==> src/rtl/pipe_sram_pkg.sv <==
package pipe_sram_pkg;

  typedef enum logic {
    ORDER_LINEAR     = 1'b0,
    ORDER_INTERLEAVE = 1'b1
  } burst_order_e;

  localparam int BURST_BITS = 2;

endpackage

==> src/rtl/pipe_sram_cmd.sv <==
module pipe_sram_cmd #(
  parameter int ADDR_W = 6,
  parameter int LANES  = 4
) (
  input  logic              clk,
  input  logic              rst_n,
  input  logic              clk_en,
  input  logic [ADDR_W-1:0] addr,
  input  logic              we_n,
  input  logic [LANES-1:0]  bw_n,
  input  logic              ce1_n,
  input  logic              ce2,
  input  logic              ce3_n,
  input  logic              adv_ld,
  input  logic              sleep,
  input  logic              burst_order,
  output logic              s1_v,
  output logic              s1_wr,
  output logic [ADDR_W-1:0] s1_addr,
  output logic [LANES-1:0]  s1_bw,
  output logic              s2_v,
  output logic              s2_wr,
  output logic [ADDR_W-1:0] s2_addr,
  output logic [LANES-1:0]  s2_bw
);
  import pipe_sram_pkg::*;

  localparam int BB = BURST_BITS;

  logic              chip_sel;
  logic              live;
  logic              burst_wr;
  logic [ADDR_W-1:0] base;
  logic [BB-1:0]     beat;
  logic [BB-1:0]     beat_nx;
  logic [BB-1:0]     low_nx;
  logic [ADDR_W-1:0] adv_addr;

  assign chip_sel = !ce1_n && ce2 && !ce3_n;
  assign beat_nx  = beat + 1'b1;

  always_comb begin
    if (burst_order_e'(burst_order) == ORDER_INTERLEAVE)
      low_nx = base[BB-1:0] ^ beat_nx;
    else
      low_nx = base[BB-1:0] + beat_nx;
    adv_addr = {base[ADDR_W-1:BB], low_nx};
  end

  always_ff @(posedge clk) begin
    if (!rst_n) begin
      s1_v <= 1'b0; s1_wr <= 1'b0; s1_addr <= '0; s1_bw <= '0;
      s2_v <= 1'b0; s2_wr <= 1'b0; s2_addr <= '0; s2_bw <= '0;
      live <= 1'b0; burst_wr <= 1'b0; base <= '0; beat <= '0;
    end else if (clk_en) begin
      s2_v    <= s1_v;
      s2_wr   <= s1_wr;
      s2_addr <= s1_addr;
      s2_bw   <= s1_bw;
      if (sleep) begin
        s1_v <= 1'b0;
        live <= 1'b0;
      end else if (adv_ld) begin
        if (live) begin
          beat    <= beat_nx;
          s1_v    <= 1'b1;
          s1_wr   <= burst_wr;
          s1_addr <= adv_addr;
          s1_bw   <= ~bw_n;
        end else begin
          s1_v <= 1'b0;
        end
      end else if (chip_sel) begin
        base     <= addr;
        beat     <= '0;
        live     <= 1'b1;
        burst_wr <= !we_n;
        s1_v     <= 1'b1;
        s1_wr    <= !we_n;
        s1_addr  <= addr;
        s1_bw    <= ~bw_n;
      end else begin
        s1_v <= 1'b0;
        live <= 1'b0;
      end
    end
  end


  desel_chk: assert property (@(posedge clk) disable iff (!rst_n)
    clk_en && !sleep && !adv_ld && !chip_sel |=> !s1_v);


  sleep_cmd_chk: assert property (@(posedge clk) disable iff (!rst_n)
    clk_en && sleep |=> !s1_v);


  dead_adv_chk: assert property (@(posedge clk) disable iff (!rst_n)
    clk_en && adv_ld && !live |=> !s1_v);

endmodule

==> src/rtl/pipe_sram_store.sv <==
module pipe_sram_store #(
  parameter int ADDR_W    = 6,
  parameter int LANES     = 4,
  parameter int LANE_BITS = 8
) (
  input  logic                             clk,
  input  logic                             clk_en,
  input  logic                             wr_v,
  input  logic [ADDR_W-1:0]                wr_addr,
  input  logic [LANES-1:0]                 wr_bw,
  input  logic [LANES*(LANE_BITS+1)-1:0]   wr_data,
  input  logic [ADDR_W-1:0]                rd_addr,
  output logic [LANES*(LANE_BITS+1)-1:0]   rd_word
);
  localparam int DEPTH  = 1 << ADDR_W;
  localparam int PAR_LO = LANES * LANE_BITS;

  for (genvar g = 0; g < LANES; g++) begin : g_lane
    logic [LANE_BITS:0] lane_mem [DEPTH];
    logic [LANE_BITS:0] wr_lane;
    logic [LANE_BITS:0] rd_lane;
    logic               hit;

    assign wr_lane = {wr_data[PAR_LO + g], wr_data[g*LANE_BITS +: LANE_BITS]};
    assign hit     = wr_v && wr_bw[g] && (wr_addr == rd_addr);
    assign rd_lane = hit ? wr_lane : lane_mem[rd_addr];

    always_ff @(posedge clk) begin
      if (clk_en && wr_v && wr_bw[g])
        lane_mem[wr_addr] <= wr_lane;
    end

    assign rd_word[g*LANE_BITS +: LANE_BITS] = rd_lane[LANE_BITS-1:0];
    assign rd_word[PAR_LO + g]               = rd_lane[LANE_BITS];
  end

endmodule

==> src/rtl/pipe_sram_out.sv <==
module pipe_sram_out #(
  parameter int WORD_W = 36
) (
  input  logic              clk,
  input  logic              rst_n,
  input  logic              clk_en,
  input  logic              rd_req,
  input  logic [WORD_W-1:0] rd_word,
  input  logic              oe_n,
  input  logic              sleep,
  output logic [WORD_W-1:0] dout,
  output logic              dout_en
);
  logic              q_valid;
  logic [WORD_W-1:0] q_data;

  always_ff @(posedge clk) begin
    if (!rst_n) begin
      q_valid <= 1'b0;
      q_data  <= '0;
    end else if (clk_en) begin
      q_valid <= rd_req;
      if (rd_req) q_data <= rd_word;
    end
  end

  assign dout_en = q_valid && !oe_n && !sleep;
  assign dout    = dout_en ? q_data : '0;


  hold_chk: assert property (@(posedge clk) disable iff (!rst_n)
    !clk_en |=> $stable(q_valid) && $stable(q_data));


  rd_lat_chk: assert property (@(posedge clk) disable iff (!rst_n)
    clk_en && rd_req |=> q_valid);

endmodule

==> src/rtl/pipe_sram.sv <==
module pipe_sram #(
  parameter int ADDR_W    = 6,
  parameter int LANES     = 4,
  parameter int LANE_BITS = 8
) (
  input  logic                           clk,
  input  logic                           rst_n,
  input  logic [ADDR_W-1:0]              addr,
  input  logic                           we_n,
  input  logic [LANES-1:0]               bw_n,
  input  logic                           ce1_n,
  input  logic                           ce2,
  input  logic                           ce3_n,
  input  logic                           cen_n,
  input  logic                           adv_ld,
  input  logic                           oe_n,
  input  logic                           sleep,
  input  logic                           burst_order,
  input  logic [LANES*(LANE_BITS+1)-1:0] din,
  output logic [LANES*(LANE_BITS+1)-1:0] dout,
  output logic                           dout_en
);
  localparam int WORD_W = LANES * (LANE_BITS + 1);

  logic              clk_en;
  logic              s1_v, s1_wr, s2_v, s2_wr;
  logic [ADDR_W-1:0] s1_addr, s2_addr;
  logic [LANES-1:0]  s1_bw, s2_bw;
  logic [WORD_W-1:0] rd_word;

  assign clk_en = !cen_n;

  pipe_sram_cmd #(.ADDR_W(ADDR_W), .LANES(LANES)) u_cmd (
    .clk(clk), .rst_n(rst_n), .clk_en(clk_en), .addr(addr), .we_n(we_n),
    .bw_n(bw_n), .ce1_n(ce1_n), .ce2(ce2), .ce3_n(ce3_n), .adv_ld(adv_ld),
    .sleep(sleep), .burst_order(burst_order),
    .s1_v(s1_v), .s1_wr(s1_wr), .s1_addr(s1_addr), .s1_bw(s1_bw),
    .s2_v(s2_v), .s2_wr(s2_wr), .s2_addr(s2_addr), .s2_bw(s2_bw)
  );

  pipe_sram_store #(.ADDR_W(ADDR_W), .LANES(LANES), .LANE_BITS(LANE_BITS)) u_store (
    .clk(clk), .clk_en(clk_en), .wr_v(s2_v && s2_wr), .wr_addr(s2_addr),
    .wr_bw(s2_bw), .wr_data(din), .rd_addr(s1_addr), .rd_word(rd_word)
  );

  pipe_sram_out #(.WORD_W(WORD_W)) u_out (
    .clk(clk), .rst_n(rst_n), .clk_en(clk_en), .rd_req(s1_v && !s1_wr),
    .rd_word(rd_word), .oe_n(oe_n), .sleep(sleep), .dout(dout), .dout_en(dout_en)
  );


  wr_slot_quiet_chk: assert property (@(posedge clk) disable iff (!rst_n)
    s2_v && s2_wr |-> !dout_en);


  empty_after_rst_chk: assert property (@(posedge clk)
    !rst_n |=> !dout_en);

endmodule

==> config.mk <==
export PLATFORM = sky130hd
export DESIGN_NAME = pipe_sram
export DESIGN_NICKNAME = d
export VERILOG_FILES = /design/src/rtl/pipe_sram_pkg.sv /design/src/rtl/pipe_sram_cmd.sv /design/src/rtl/pipe_sram_store.sv /design/src/rtl/pipe_sram_out.sv /design/src/rtl/pipe_sram.sv
export SDC_FILE = /design/constraint.sdc
export NUM_CORES = 2
export LEC_CHECK = 0
export CORE_ASPECT_RATIO = 1.25
export CORE_MARGIN = 2
export CORE_UTILIZATION = 55
export CTS_BUF_LIST = sky130_fd_sc_hd__clkbuf_4
export DETAILED_ROUTE_END_ITERATION = 8
export GPL_TIMING_DRIVEN = 0
export PLACE_DENSITY = 0.68
export SLEW_MARGIN = 20
export SYNTH_ARGS = -nofsm -noshare
export SYNTH_HDL_FRONTEND = slang
export SYNTH_SLANG_ARGS = --single-unit
==> constraint.sdc <==
create_clock -name clk -period 2.7 [get_ports clk]
set_input_delay 0.54 -clock clk [delete_from_list [all_inputs] [get_ports clk]]
set_output_delay 0.54 -clock clk [all_outputs]
set_load 0.05 [all_outputs]
==> out/metrics.csv <==
stage,metric,value,unit
drt,WL/cell,41.6,um
cts,Root Buffer,clkbuf_4,
finish,fill cell count,11000,
timing,Final Hold Viols,0,
worst_setup_path,Setup CP Type,reg -> reg,
status,failing checks,negative setup slack,
yosys,Mapped Cells,4365,
yosys,post-synth top area share,74.9,%
finish,"commonest cells after routing, fill and taps aside","edfxtp_1, clkbuf_4, mux4_2",
timing,worst slew pin tran,1.24,ns
timing,Final period util,136,%
yosys,"top cells by area, synth","edfxtp_1, mux4_2, dfxtp_1, mux2i_1, nor2_1",
timing,Fmax,273,MHz
worst_setup_path,RR Endpoint,u_store.g_lane[1].lane_mem[31][3]$_DFFE_PP_,
timing,endpoints failing setup,2277,
worst_setup_path,R2R setup slack,-0.97,ns
worst_setup_path,Setup crit end kind,flop,
power_and_ir_drop,peak supply drop,0.456,mV
drt,Final ANT Viol Nets,0,
drt,vias per inst,6.94,
finish,share of post-route cells with drive strength above 1,43.0,%
yosys,"Avg Cell Area, Syn",21.2,um2
cts,clock buffer depth,4,
finish,Reg area,0.0706,mm2
global_route,antenna violations before repair,19,
timing,Final min period,3.67,ns
drt,# DRC,0,
drt,DR pass1 iterations,7,
flow_run,maxcap violations,0,
die,Die Y,462,um
worst_setup_path,reg2reg start,u_cmd.s2_addr[0]$_SDFFE_PN0N_,
global_route,first-pass GRT wire length,438,mm
worst_hold_path,worst hold-check path type,in -> reg,
die,chip width,371,um
drt,WL final,330,mm
yosys,Netlist Area Pre-Place,0.0924,mm2
cts,Sink Count,2375,
finish,area grow syn2layout,20.3,%
placement,Post-DP Area,0.0973,mm2
timing,Worst Skew,0.121,ns
worst_setup_path,CP arrival,4.63,ns
global_route,Tot GR Track Use,39.0,%
yosys,number of distinct library cells after synthesis,64,
worst_setup_path,CP max-delay cell,nor2_2,
power_and_ir_drop,overall power,72500,uW
global_route,largest net degree at the start of global routing,66,
power_and_ir_drop,Leak,0.0345,uW
power_and_ir_drop,power per cell area,652,mW/mm2
die,Core Region,0.167,mm2
placement,Place WS,-2.32,ns
finish,post-route cell area,0.111,mm2
yosys,Synth area leader,edfxtp_1,
yosys,sequential share of the synthesized area,76.4,%
worst_setup_path,"Max FO, Critical Path",10,
global_route,vias in the first global route,52600,
worst_setup_path,CP top delay family,simple AND/OR/NAND/NOR gates,
cts,TritonCTS clock tree,built,
finish,area of the multi-input gates,0.0223,mm2
worst_setup_path,R2R depth,5,
cts,clock latency at the later pin of the worst-skew pair,1.45,ns
placement,routability cong.,1.08,
die,Starting Density,55.2,%
cts,"Reg clk slew, reported paths",0.08,ns
status,status,"complete, but fails checks",
die,Cell Rows,168,
worst_setup_path,Critical Path Most Common Cell,clkbuf_1,
drt,DRT iter0 DRCs,10200,
finish,final core occ,66.4,%
timing,final worst slack,-0.968,ns
yosys,Yosys reg bits,2375,
timing,worst hold slack,0.140,ns
yosys,"EDFF count, synth",2304,
global_route,total grt overflow,0,
die,full die area,0.171,mm2
worst_setup_path,Critical path buffers and inverters,2,
worst_hold_path,hold path cells,2,
worst_setup_path,crit start category,flop,
placement,detailed placer's ending HPWL,214,mm
die,Top Ports,94,
worst_hold_path,Worst Hold Endpoint,u_store.g_lane[1].lane_mem[36][7]$_DFFE_PP_,
placement,port buffer count,92,
worst_setup_path,crit-path cells,"clkbuf_1, and3_1, clkbuf_1, nand2_1, nor2_2",
timing,unrepaired setup endpoints after global routing,yes,
worst_setup_path,Critical Path Max Stage Delay,0.97,ns
yosys,yosys warns,0,
finish,Final #Nets,5367,
finish,"most common cell after layout, fill and taps aside",edfxtp_1,
timing,Slew HR,16.9,%
timing,final-report max-slew violation count,0,
yosys,Main synth FF type,edfxtp_1,
drt,via count,55100,
cts,Num CTS Buffers,585,
worst_setup_path,Critical Path RT,3.66,ns
worst_hold_path,beginning of the worst hold path,din[15],
yosys,Post-synth ARST share,0,%
yosys,Post-Syn Nets,4423,
cts,H-Tree Depth,6,
[worst register-to-register path, stage by stage, from the launching register on]
cell	delay, ns
dfxtp_1	0.33
clkbuf_1	0.43
and3_1	0.24
clkbuf_1	0.38
nand2_1	0.87
nor2_2	0.98
[how the worst max path moves through the flow]
| stage | startpoint | depth (start not counted) | slack (ns) | end |
|---|---|---|---|---|
| after floorplan | u_cmd.s1_addr[2]$_SDFFE_PN0P_ | 9 | 0.22 | u_out.q_data[10]$_SDFFE_PN0P_ |
| after global placement | sleep | 5 | -2.84 | dout[32] |
| after detailed placement | cen_n | 8 | -2.32 | u_out.q_data[25]$_SDFFE_PN0P_ |
| after CTS | u_out.q_valid$_SDFFE_PN0N_ | 6 | -0.83 | dout[32] |
| after global routing | u_cmd.s2_addr[5]$_SDFFE_PN0N_ | 4 | -0.84 | u_store.g_lane[3].lane_mem[7][6]$_DFFE_PP_ |
| final | u_cmd.s2_addr[0]$_SDFFE_PN0N_ | 5 | -0.97 | u_store.g_lane[1].lane_mem[31][3]$_DFFE_PP_ |
[synthesized netlist by cell type (3+ instances only)]
cell type and instances:
edfxtp_1 2304, mux4_2 605, nor2_1 330, mux2i_1 129, clkbuf_1 102, nand2_1 100, dfxtp_1 71, buf_2 62
o22ai_1 59, nor3_1 55, a22oi_1 54, a21oi_1 49, and2_1 38, buf_4 36, buf_6 36, a211oi_1 34
buf_1 32, nor2b_1 31, o21ai_0 27, nor4_1 25, mux2_2 23, o41ai_1 13, nand3_1 11, nand2b_1 10
a22o_1 9, or4_1 9, xnor2_1 9, nor3b_1 8, a21boi_0 7, a31oi_1 7, and3_1 7, o221ai_1 7
or3_1 7, a221oi_1 5, and3b_1 5, inv_1 5, a2111oi_0 4, nand4_1 3, o31a_1 3, o31ai_1 3
or2_2 3
[metal layers]
metal	track usage, %	wire, um	up-vias
li1	-	-	20500
met1	47.8	106000	28100
met2	55.5	145000	5309
met3	17.2	51800	1208
met4	27.4	27500	14
met5	1.10	319	-
[power by group]
group	leakage [uW]	switching (uW)	internal [uW]
logic	0.00893	1360	708
clock network	0.00435	14500	15500
registers	0.0213	6.80	40400
[cell type report]
cell class	count	share of cell area [%]
Sequential cell	2375	63.5
Buffer	269	3.21
Timing Repair Buffer	359	4.10
Clock buffer	842	5.69
Inverter	5	0.0169
Antenna cell	16	0.0360
Clock inverter	148	0.840
Tap cell	2210	2.49
Multi-Input combinational cell	1714	20.1
[through the flow]
stage	std cells	TNS, ns
after floorplan	4365	0
after global placement	6667	-3078.53
after detailed placement	6721	-2104.04
after CTS	7920	-980.03
after global routing	7926	-822.48
final	7938	-931.17
[cells by family after synthesis]
kind of cell / count (synthesis) / share of synthesized area, %
mux: 757 / 16.4
compound gates: 299 / 2.21
xor+xnor: 9 / 0.0853
flops: 2375 / 76.4
buf+inv: 276 / 1.67
simple gates: 648 / 3.18
fa+ha+maj: 1 / 0.0135
[flip-flops by register name (all words and copies together) (netlist names), 2 cells and up]
| signal | count |
|---|---|
| u_cmd.s2_bw | 4 |
| u_out.q_data | 36 |
| u_cmd.s1_addr | 6 |
| u_cmd.beat | 2 |
| u_cmd.base | 6 |
| u_store.g_lane.lane_mem | 2304 |
| u_cmd.s1_bw | 4 |
| u_cmd.s2_addr | 6 |
[timing repair]
action,4_1_cts,5_1_grt
hold endpoints to repair,2347,0
gates cloned,10,0
setup buffers,151,2
hold buffers,51,0
pin swaps,64,11
gates resized for setup,1169,139
endpoints found under the setup margin,2348,2364
(Power assumes the default switching activity.)
